===== src/rtl/exc_pkg.sv =====
package exc_pkg;

    typedef enum logic [3:0] {
        EXC_NONE  = 4'd0,
        EXC_RESET = 4'd1,
        EXC_MCHK  = 4'd2,
        EXC_FAULT = 4'd3,
        EXC_TRAP  = 4'd4,
        EXC_SYSC  = 4'd5,
        EXC_FPE   = 4'd6,
        EXC_EXT   = 4'd7,
        EXC_DEC   = 4'd8,
        EXC_SMI   = 4'd9,
        EXC_THERM = 4'd10,
        EXC_PERF  = 4'd11
    } exc_code_e;

    typedef enum logic [2:0] {
        RC_NONE  = 3'd0,
        RC_FAULT = 3'd1,
        RC_TRAP  = 3'd2,
        RC_SYSC  = 3'd3,
        RC_FPE   = 3'd4
    } ret_cause_e;

    // request classes in priority order, index 0 highest
    localparam int NUM_CLASS = 8;
    localparam int CL_RESET  = 0;
    localparam int CL_MCHK   = 1;
    localparam int CL_INSTR  = 2;
    localparam int CL_EXT    = 3;
    localparam int CL_DEC    = 4;
    localparam int CL_SMI    = 5;
    localparam int CL_THERM  = 6;
    localparam int CL_PERF   = 7;

    localparam int ST_EE = 0;
    localparam int ST_RI = 1;

endpackage


===== src/rtl/exc_prio_pick.sv =====
module exc_prio_pick #(
    parameter int N = 8
) (
    input  logic [N-1:0] req,
    output logic [N-1:0] grant,
    output logic         any
);
    logic [N:0] seen;

    assign seen[0] = 1'b0;

    // lower index wins; each slot is masked by everything above it
    for (genvar i = 0; i < N; i++) begin : g_slot
        assign grant[i]  = req[i] & ~seen[i];
        assign seen[i+1] = seen[i] | req[i];
    end

    assign any = seen[N];
endmodule


===== src/rtl/exc_vec_gen.sv =====
module exc_vec_gen
    import exc_pkg::*;
#(
    parameter int             AW        = 32,
    parameter logic [AW-1:0]  VEC_BASE  = '0,
    parameter int             VEC_SHIFT = 8
) (
    input  exc_code_e        code,
    output logic [AW-1:0]    vec
);
    localparam logic [AW-1:0] CODE_MASK = AW'(4'hF);

    assign vec = VEC_BASE + ((AW'(code) & CODE_MASK) << VEC_SHIFT);
endmodule


===== src/rtl/exc_arbiter.sv =====
module exc_arbiter
    import exc_pkg::*;
#(
    parameter int            AW           = 32,
    parameter int            SW           = 8,
    parameter logic [AW-1:0] VEC_BASE     = '0,
    parameter int            VEC_SHIFT    = 8,
    parameter logic [SW-1:0] RESET_STATUS = SW'(3)
) (
    input  logic          clk,
    input  logic          rst_n,
    input  logic          ret_valid,
    input  logic [AW-1:0] ret_pc,
    input  logic [AW-1:0] ret_npc,
    input  logic [2:0]    ret_cause,
    input  logic [1:0]    fp_mode,
    input  logic          pipe_empty,
    input  logic [AW-1:0] resume_pc,
    input  logic          rfi,
    input  logic          irq_ext,
    input  logic          irq_dec,
    input  logic          irq_smi,
    input  logic          irq_therm,
    input  logic          irq_perf,
    input  logic          nmi_reset,
    input  logic          nmi_mcheck,
    output logic          commit,
    output logic          flush,
    output logic          take,
    output logic [3:0]    take_code,
    output logic [AW-1:0] fetch_pc,
    output logic [AW-1:0] save_pc,
    output logic [SW-1:0] save_stat,
    output logic [SW-1:0] status
);
    localparam logic [SW-1:0] ENTRY_CLEAR = SW'((1 << ST_EE) | (1 << ST_RI));

    typedef struct packed {
        logic          flush;
        logic          take;
        exc_code_e     code;
        logic [AW-1:0] fetch_pc;
        logic [AW-1:0] save_pc;
        logic [SW-1:0] save_stat;
        logic [SW-1:0] status;
        logic [1:0]    nmi_prev;
    } state_t;

    state_t st_d, st_q;

    logic [NUM_CLASS-1:0] req, grant;
    logic                 any_req;
    exc_code_e            sel_code;
    logic [AW-1:0]        vec_addr;

    logic          ret_live, rfi_live, instr_exc, at_boundary, mask_ok;
    logic          fp_imprecise;
    exc_code_e     instr_code;
    logic [AW-1:0] instr_restart, async_restart, nmi_restart, sel_restart;

    exc_prio_pick #(.N(NUM_CLASS)) u_pick (
        .req   (req),
        .grant (grant),
        .any   (any_req)
    );

    exc_vec_gen #(.AW(AW), .VEC_BASE(VEC_BASE), .VEC_SHIFT(VEC_SHIFT)) u_vec (
        .code (sel_code),
        .vec  (vec_addr)
    );

    always_comb begin
        // the cycle after a flush belongs to squashed, younger work
        ret_live     = ret_valid && !st_q.flush;
        rfi_live     = rfi && !st_q.flush;
        instr_exc    = ret_live && (ret_cause != RC_NONE);
        fp_imprecise = |fp_mode;

        instr_code    = EXC_FAULT;
        instr_restart = ret_pc;
        case (ret_cause)
            RC_TRAP: begin
                instr_code    = EXC_TRAP;
                instr_restart = ret_npc;
            end
            RC_SYSC: begin
                instr_code    = EXC_SYSC;
                instr_restart = ret_npc;
            end
            RC_FPE: begin
                instr_code    = EXC_FPE;
                // imprecise modes are served exactly as the precise one
                instr_restart = fp_imprecise ? ret_pc : ret_pc;
            end
            default: begin
                instr_code    = EXC_FAULT;
                instr_restart = ret_pc;
            end
        endcase

        at_boundary   = ret_live ? !instr_exc : pipe_empty;
        mask_ok       = st_q.status[ST_EE] && at_boundary && !rfi_live && !st_q.flush;
        async_restart = ret_live ? ret_npc : resume_pc;
        nmi_restart   = ret_live ? ret_pc : resume_pc;

        req            = '0;
        req[CL_RESET]  = nmi_reset  && !st_q.nmi_prev[0];
        req[CL_MCHK]   = nmi_mcheck && !st_q.nmi_prev[1];
        req[CL_INSTR]  = instr_exc;
        req[CL_EXT]    = irq_ext   && mask_ok;
        req[CL_DEC]    = irq_dec   && mask_ok;
        req[CL_SMI]    = irq_smi   && mask_ok;
        req[CL_THERM]  = irq_therm && mask_ok;
        req[CL_PERF]   = irq_perf  && mask_ok;

        sel_code    = EXC_NONE;
        sel_restart = async_restart;
        for (int i = 0; i < NUM_CLASS; i++) begin
            if (grant[i]) begin
                case (i)
                    CL_RESET: begin sel_code = EXC_RESET; sel_restart = nmi_restart;   end
                    CL_MCHK:  begin sel_code = EXC_MCHK;  sel_restart = nmi_restart;   end
                    CL_INSTR: begin sel_code = instr_code; sel_restart = instr_restart; end
                    CL_EXT:   sel_code = EXC_EXT;
                    CL_DEC:   sel_code = EXC_DEC;
                    CL_SMI:   sel_code = EXC_SMI;
                    CL_THERM: sel_code = EXC_THERM;
                    default:  sel_code = EXC_PERF;
                endcase
            end
        end

        commit = ret_live && !instr_exc && !req[CL_RESET] && !req[CL_MCHK];

        st_d          = st_q;
        st_d.flush    = 1'b0;
        st_d.take     = 1'b0;
        st_d.nmi_prev = {nmi_mcheck, nmi_reset};

        if (any_req) begin
            st_d.flush     = 1'b1;
            st_d.take      = 1'b1;
            st_d.code      = sel_code;
            st_d.fetch_pc  = vec_addr;
            st_d.save_pc   = sel_restart;
            st_d.save_stat = st_q.status;
            st_d.status    = st_q.status & ~ENTRY_CLEAR;
        end else if (rfi_live) begin
            st_d.flush    = 1'b1;
            st_d.fetch_pc = st_q.save_pc;
            st_d.status   = st_q.save_stat;
        end
    end

    always_ff @(posedge clk) begin
        if (!rst_n) begin
            st_q           <= '0;
            st_q.code      <= EXC_NONE;
            st_q.status    <= RESET_STATUS;
            st_q.nmi_prev  <= 2'b11;
        end else begin
            st_q <= st_d;
        end
    end

    assign flush     = st_q.flush;
    assign take      = st_q.take;
    assign take_code = st_q.code;
    assign fetch_pc  = st_q.fetch_pc;
    assign save_pc   = st_q.save_pc;
    assign save_stat = st_q.save_stat;
    assign status    = st_q.status;
endmodule


===== config.mk =====
export PLATFORM = sky130hd
export DESIGN_NAME = exc_arbiter
export DESIGN_NICKNAME = d
export VERILOG_FILES = /design/src/rtl/exc_pkg.sv /design/src/rtl/exc_prio_pick.sv /design/src/rtl/exc_vec_gen.sv /design/src/rtl/exc_arbiter.sv
export SDC_FILE = /design/constraint.sdc
export NUM_CORES = 1
export LEC_CHECK = 0
export ABC_AREA = 1
export BUFFER_PORTS_ARGS = -buffer_cell sky130_fd_sc_hd__buf_2
export CORE_ASPECT_RATIO = 0.7
export CORE_MARGIN = 5
export CORE_UTILIZATION = 54
export CTS_BUF_LIST = sky130_fd_sc_hd__clkbuf_4 sky130_fd_sc_hd__clkbuf_8 sky130_fd_sc_hd__clkbuf_16
export DETAILED_ROUTE_END_ITERATION = 7
export PLACE_DENSITY = 0.95
export SLEW_MARGIN = 20
export SYNTH_ARGS = -nofsm -noshare
export SYNTH_HDL_FRONTEND = slang
export SYNTH_SLANG_ARGS = --single-unit
export TNS_END_PERCENT = 5

===== constraint.sdc =====
create_clock -name clk -period 3.7 [get_ports clk]
set_clock_uncertainty 0.1 [all_clocks]
set_input_delay 0.555 -clock clk [delete_from_list [all_inputs] [get_ports clk]]
set_output_delay 0.555 -clock clk [all_outputs]
set_load 0.02 [all_outputs]

==> metrics.log, run 1 <==
INFO  metric setup_viol = 0
INFO  metric port_buffers = roughly 200
INFO  metric postCtsResizedCells = 0
INFO  metric synth-seq-area-share = 0.335
INFO  metric netlist.top_cell.by_area = sky130_fd_sc_hd__dfxtp_1
INFO  metric post_synth_inst_count = 808
INFO  metric ys_types = 29
INFO  metric insertion_delay = around 340 ps
INFO  metric met3_length = 1480 um
INFO  metric initial_core_util = 0.546
INFO  metric edff_count_synth = 0
INFO  metric via_count = approximately 5300
INFO  metric mappedNetlistArea = 5250 um2
INFO  metric number_of_buffers_inserted_by_hold_repair_at_cts = 0
INFO  metric synthesis.area_per_instance = 6.50 um2
INFO  metric design.portCount = 200
INFO  metric syn_nets = about 900
INFO  metric arrival = approximately 2900 ps
INFO  metric dieArea = 11800 um2
INFO  metric timing_hold_violations_final = 0
INFO  metric tritoncts = done
INFO  metric fp.dieW = roughly 130 um
INFO  metric detail_route.wirelength = 15000 um
INFO  metric synth_async_sr_flop_share = 0
INFO  metric worst_path_bufs_invs = 3
INFO  metric ys_ff_latch = 88
INFO  metric finalNonFillerCells = a little over 1000
INFO  metric worst_setup_path_end_kind = register
INFO  metric finalCritPeriodShare = 0.728
INFO  metric clkSlewWorstSetupHoldPaths = approximately 70 ps
INFO  metric synth_ff_type = sky130_fd_sc_hd__dfxtp_1
INFO  metric place_congestion = ~0.86
INFO  metric worst-endpoint-required = between 3000 and 4000 ps
INFO  metric std_cell_rows = 30
INFO  metric critical_path_cell_with_the_highest_stage_delay = sky130_fd_sc_hd__inv_2
INFO  metric worst_slew_pin_slew = between 800 and 900 ps
INFO  metric period_minus_slack = 2690 ps
INFO  metric vias_in_the_first_global_route = between 4000 and 5000
INFO  metric fill_cells = 921
INFO  metric critical_path.max_stage_delay = 570 ps
INFO  metric final_antenna_net_count = 0
INFO  metric max_cap_viol_count = 0
INFO  metric met2RoutedLength = about 6800 um
INFO  metric cp-start-kind = register
INFO  metric grt_pass1_wl = around 24000 um
INFO  metric critical_path_class = reg -> reg
INFO  metric antenna_found_initial = 1
INFO  metric detail_route.drc_violations = 0
INFO  metric status = finished clean
INFO  metric final-max-slew-violation-count = 0
INFO  metric post_route_setup_tns = 0 ps
INFO  metric grt_max_degree = 65
INFO  metric areaGrowthSynthToFinish = 13.0%
INFO  metric maxSlewHeadroom = 0.414
INFO  metric p_leak = roughly 3 nW
INFO  metric max_layer_used = met4
INFO  metric vias_per_cell = between 5 and 6
INFO  metric cts_root_buf = sky130_fd_sc_hd__clkbuf_16
INFO  metric worst-path-max-fanout = 64
INFO  metric synth_top_area_frac = 0.335
INFO  metric routedWlPerCell = 14.6 um
INFO  metric overflow = 0
INFO  metric timing.fmax = 371 MHz
INFO  metric drt_pre_antenna_iters = 5
INFO  metric post_cts.repair.setup_buffers = 0
INFO  metric ys.warnings.count = 0
INFO  metric core = 9610 um2
INFO  metric numCtsBuffers = 9
INFO  metric num-nets-final = approximately 1000
INFO  metric critical_path.top_delay_family = simple AND/OR/NAND/NOR gates
INFO  metric synth_top_cells_by_count = 292 x sky130_fd_sc_hd__nand2_1, 118 x sky130_fd_sc_hd__o21ai_0, 88 x sky130_fd_sc_hd__dfxtp_1
INFO  metric cts-root-to-sink-buffers = 2
INFO  metric cellPowerDensity = between 400 and 500 nW/um2
INFO  metric routedLengthMet1 = 6460 um
INFO  metric worst_slack_setup_final = 1010 ps
INFO  metric post-dp-hpwl = about 11000 um
INFO  metric ir_drop = 0.272 mV
INFO  metric clkSinkCount = between 80 and 90
INFO  metric layout-drive-gt1-share = 0.281
INFO  metric die_h = just over 90 um
INFO  metric grt_use_total = 0.252
INFO  metric detailedRoute.firstIterationViolations = about 340
INFO  metric critical_path.cell_chain = inv_2 > nand2_4 > inv_4 > nand2_8 > nand4_1 > nand3_4 > nand2_1 > inv_2 > nand2_1 > o21ai_1
INFO  metric rsz0062_at_grt = false
INFO  metric synth.area.top_cells = sky130_fd_sc_hd__dfxtp_1 34%, sky130_fd_sc_hd__nand2_1 21%, sky130_fd_sc_hd__buf_4 12%, sky130_fd_sc_hd__o21ai_0 11%, sky130_fd_sc_hd__a21oi_1 4.6%
INFO  metric htreeDepth = 3
INFO  metric hold_path_class = in -> reg
INFO  metric fin_total_pwr = ~2.7 mW
INFO  metric ff_latch_area = 1760 um2
INFO  metric multiInputGateArea = between 2000 and 2500 um2
INFO  metric post-place-cells = between 1000 and 1500
INFO  metric post-synth-top-count-cell = sky130_fd_sc_hd__nand2_1
INFO  metric pre_cts_slack = roughly 840 ps
## layer usage
layer,global-route usage,vias up
met5,0,-
met4,0.0848,0
met3,0.0692,25
met2,0.412,261
met1,0.320,2388
li1,-,2675
## worst register-to-register path: stages, from the launching register on
cell                      delay, ps
sky130_fd_sc_hd__dfxtp_1        470
sky130_fd_sc_hd__inv_2           80
sky130_fd_sc_hd__nand2_4        100
sky130_fd_sc_hd__inv_4          200
sky130_fd_sc_hd__nand2_8        190
sky130_fd_sc_hd__nand4_1        310
sky130_fd_sc_hd__nand3_4        280
sky130_fd_sc_hd__nand2_1        110
sky130_fd_sc_hd__inv_2          570
sky130_fd_sc_hd__nand2_1        100
sky130_fd_sc_hd__o21ai_1        100
## cell families (layout without fill, tap and decap cells)
| family | Yosys count | after routing | share of synthesized area |
|---|---|---|---|
| AO/OA/AOI/OAI | 190 | 190 | 0.195 |
| buffers and inverters | 184 | 274 | 0.197 |
| flip-flops | 88 | 88 | 0.335 |
| other | 0 | 1 | 0 |
| AND/OR/NAND/NOR | 346 | 346 | 0.273 |
## report_power, final
part | internal, mW | switching (mW) | leakage (nW) | total [mW]
clock | 0.477 | 0.423 | 0.143 | 0.900
combinational | 0.214 | 0.452 | 2.15 | 0.666
sequential | 1.03 | 0.0636 | 0.720 | 1.09
total | 1.72 | 0.939 | 3.01 | 2.66
## worst paths after layout
path | slack, ps | cells past startpoint | startpoint | endpoint
setup / recovery | 1010 | 10 | flush | save_pc[11]
hold / removal | 340 | 2 | nmi_reset | st_q[0]
setup reg to reg | 1010 | 10 | flush | save_pc[11]
hold reg to reg | 350 | 2 | take_code[1] | take_code[1]
## layout by cell type, fill, tap and decap left out, types with 2 or more instances in the layout
master                      instances
sky130_fd_sc_hd__a21oi_1           48
sky130_fd_sc_hd__a21oi_2           10
sky130_fd_sc_hd__buf_2            197
sky130_fd_sc_hd__buf_4              6
sky130_fd_sc_hd__clkbuf_16          9
sky130_fd_sc_hd__dfxtp_1           88
sky130_fd_sc_hd__inv_1             50
sky130_fd_sc_hd__inv_2              4
sky130_fd_sc_hd__inv_6              2
sky130_fd_sc_hd__inv_8              2
sky130_fd_sc_hd__nand2_1          290
sky130_fd_sc_hd__nand2_2            5
sky130_fd_sc_hd__nand3_1           12
sky130_fd_sc_hd__nand4_1            7
sky130_fd_sc_hd__nor2_1            17
sky130_fd_sc_hd__nor2_2             2
sky130_fd_sc_hd__nor2_4             4
sky130_fd_sc_hd__nor3_1             2
sky130_fd_sc_hd__o211ai_1          11
sky130_fd_sc_hd__o21ai_0          118
sky130_fd_sc_hd__or2_2              2
## final cells by class
cell class                 instances  area share
clock inverter                     7      0.0122
sequential                        88       0.297
multi-input combinational        536       0.416
clock buffer                       9      0.0380
inverter                          55      0.0352
tap                              128      0.0270
antenna                            1    0.000422
timing repair buffer             203       0.174
## metrics by stage
step,area [um2],hold WS [ps],utilization
5_1_grt,5930,328,0.617
2_1_floorplan,5250,329,-
3_5_place_dp,5630,344,0.586
3_3_place_gp,5630,335,0.586
4_1_cts,5930,325,0.617
6_report,5930,337,0.617
## state kept, by name, summed over array words and instances (netlist names)
register / cells
fetch_pc: 32
take_code: 4
save_pc: 32
flush: 1
status: 8
st_q: 2
take: 1
save_stat: 8
Power figures use the tool's default switching activity.
==> run 2: changes to the inputs <==
CORE_UTILIZATION = 45   (was 54)
PLACE_DENSITY = 0.87   (was 0.95)
clock period = 2.37 ns   (was 3.7 ns; I/O delays follow)
==> metrics.log, run 2 (synthesized netlist as in run 1, its figures left out) <==
INFO  metric detailedRoute.firstIterationViolations = 282 (was 338)
INFO  metric design.portCount = 200 (unchanged)
INFO  metric dieArea = 14000 um2 (was 11800 um2)
INFO  metric areaGrowthSynthToFinish = 15.3% (was 13.0%)
INFO  metric timing_hold_violations_final = 0 (unchanged)
INFO  metric cellPowerDensity = 690 nW/um2 (was 448 nW/um2)
INFO  metric fp.dieW = 139 um (was 128 um)
INFO  metric htreeDepth = 3 (unchanged)
INFO  metric worst_r2r_endpoint = fetch_pc[8] (was save_pc[11])
INFO  metric arrival = 2250 ps (was 2860 ps)
INFO  metric globalRouteMet1Util = 0.287 (was 0.320)
INFO  metric regToRegSetupSlack = 310 ps (was 1010 ps)
INFO  metric worst-path-max-fanout = 28 (was 64)
INFO  metric worst_slew_pin_slew = 551 ps (was 878 ps)
INFO  metric post_cts.repair.setup_buffers = 0 (unchanged)
INFO  metric insertion_delay = 340 ps (about the same)
INFO  metric worst_setup_path_end_kind = register (unchanged)
INFO  metric final_antenna_net_count = 0 (unchanged)
INFO  metric via_count = 5265 (was 5349)
INFO  metric post_route_setup_tns = 0 ps (unchanged)
INFO  metric port_buffers = 197 (unchanged)
INFO  metric tritoncts = done (unchanged)
INFO  metric vias_in_the_first_global_route = 4967 (was 4996)
INFO  metric detail_route.wirelength = 15000 um (about the same)
INFO  metric final-max-slew-violation-count = 0 (unchanged)
INFO  metric timing.fmax = 485 MHz (was 371 MHz)
INFO  metric status = finished clean (unchanged)
INFO  metric maxSlewHeadroom = 0.633 (was 0.414)
INFO  metric grt_max_degree = 64 (was 65)
INFO  metric finalCritPeriodShare = 0.870 (was 0.728)
INFO  metric drt_pre_antenna_iters = 5 (unchanged)
INFO  metric grt_use_total = 0.214 (was 0.252)
INFO  metric clkSlewWorstSetupHoldPaths = 70 ps (about the same)
INFO  metric place_congestion = 0.882 (was 0.861)
INFO  metric layout-drive-gt1-share = 0.287 (was 0.281)
INFO  metric timing.hold.worst.start = nmi_reset (unchanged)
INFO  metric clkSinkCount = 88 (unchanged)
INFO  metric fill_cells = 1150 (was 921)
INFO  metric antenna_found_initial = 1 (unchanged)
INFO  metric cp-start-kind = register (unchanged)
INFO  metric grt.met3_usage = 0.0548 (was 0.0692)
INFO  metric num-nets-final = 1014 (was 1006)
INFO  metric grt-busiest-layer = met2 (unchanged)
INFO  metric antenna_cells_inserted = 0 (was 1)
INFO  metric period_minus_slack = 2060 ps (was 2690 ps)
INFO  metric std_cell_rows = 33 (was 30)
INFO  metric hold_path_class = in -> reg (unchanged)
INFO  metric die_h = 100 um (was 92.5 um)
INFO  metric cts-root-to-sink-buffers = 2 (unchanged)
INFO  metric detail_route.drc_violations = 0 (unchanged)
INFO  metric overflow = 0 (unchanged)
INFO  metric reg2reg_from = flush (unchanged)
INFO  metric most_frequent_standard_cell_in_the_layout_excluding_fill_and_tap_cells = sky130_fd_sc_hd__nand2_1 (unchanged)
INFO  metric post-dp-hpwl = 10900 um (was 10700 um)
INFO  metric cp-startpoint = flush (unchanged)
INFO  metric placed_cell_area = 5760 um2 (was 5630 um2)
INFO  metric worst-endpoint-required = 2560 ps (was 3870 ps)
INFO  metric vias_per_cell = 4.95 (was 5.21)
INFO  metric core = 11600 um2 (was 9610 um2)
INFO  metric setup_viol = 0 (unchanged)
INFO  metric final_cell_mix = 290 x sky130_fd_sc_hd__nand2_1, 197 x sky130_fd_sc_hd__buf_2, 118 x sky130_fd_sc_hd__o21ai_0 (unchanged)
INFO  metric final_area = 6060 um2 (was 5930 um2)
INFO  metric crit_end = fetch_pc[8] (was save_pc[11])
INFO  metric timing.reg2reg.worst_path_depth = 13 (was 10)
INFO  metric grt_pass1_wl = 24400 um (was 24100 um)
INFO  metric numCtsBuffers = 9 (unchanged)
INFO  metric ir_drop = 0.405 mV (was 0.272 mV)
INFO  metric multiInputGateArea = 2470 um2 (about the same)
INFO  metric grt_util_met2 = 0.347 (was 0.412)
INFO  metric routedWlPerCell = 14.1 um (was 14.6 um)
INFO  metric rsz0062_at_grt = false (unchanged)
INFO  metric initial_core_util = 0.454 (was 0.546)
INFO  metric cts_root_buf = sky130_fd_sc_hd__clkbuf_16 (unchanged)
INFO  metric max_cap_viol_count = 0 (unchanged)
INFO  metric p_leak = 3.06 nW (was 3.01 nW)
INFO  metric ff_latch_area = 1760 um2 (unchanged)
INFO  metric critical_path_class = reg -> reg (unchanged)
-- run 2: timing repair --
item | in CTS | in global routing
endpoints found under the setup margin | 0 | 19
hold buffers | 0 | 0
resized for setup | 0 | 2
endpoints found under the hold margin | 0 | 0
-- run 2: worst min path at each step --
stage	to	cells past startpoint
6_report	st_q[0]	2
5_1_grt	st_q[0]	2
4_1_cts	st_q[0]	2
3_5_place_dp	take_code[3]	2
3_3_place_gp	take_code[3]	2
2_1_floorplan	take_code[0]	2
-- run 2: final cells by class --
cell class | instances | area share
flip-flops and latches | 88 | 0.291
inverters | 55 | 0.0349
clock inverters | 7 | 0.0112
well taps | 157 | 0.0324
repair buffers | 211 | 0.186
clock buffers | 9 | 0.0372
multi-input cells | 536 | 0.407
-- run 2: layer usage --
metal | up-vias | wire length (um)
met5 | - | 9
met4 | 2 | 205
met3 | 19 | 1260
met2 | 229 | 6690
met1 | 2329 | 6810
li1 | 2686 | -
-- run 2: worst max-delay path: stages (launching register included) --
cell and delay, ps:
sky130_fd_sc_hd__dfxtp_1 430, sky130_fd_sc_hd__inv_2 70, sky130_fd_sc_hd__nand2_4 100, sky130_fd_sc_hd__inv_4 60, sky130_fd_sc_hd__nand2_8 100, sky130_fd_sc_hd__inv_2 50, sky130_fd_sc_hd__nor2_4 100, sky130_fd_sc_hd__nand2_2 90
sky130_fd_sc_hd__nor2_4 120, sky130_fd_sc_hd__nand3_4 130, sky130_fd_sc_hd__nor2_8 130, sky130_fd_sc_hd__buf_4 330, sky130_fd_sc_hd__nand3_1 120, sky130_fd_sc_hd__nand2_1 80
-- run 2: where the power goes --
group          switching, mW  internal [mW]  leakage, nW  total, mW
combinational          0.710          0.359         2.20       1.07
clock                  0.662          0.743        0.142       1.41
sequential            0.0977           1.61        0.720       1.70
-- run 2: through the flow --
stage / setup slack, ps / hold WS [ps] / power (mW) / utilization / instances
after floorplan: 463 / 329 / 2.56 / - / 808
after global routing: 125 / 89.9 / 4.43 / 0.524 / 1063
after global placement: 134 / 338 / 2.79 / 0.498 / 1047
after detailed placement: 41.4 / 341 / 2.81 / 0.498 / 1047
final: 308 / 111 / 4.18 / 0.524 / 1063
after CTS: 154 / 93.1 / 4.23 / 0.524 / 1063
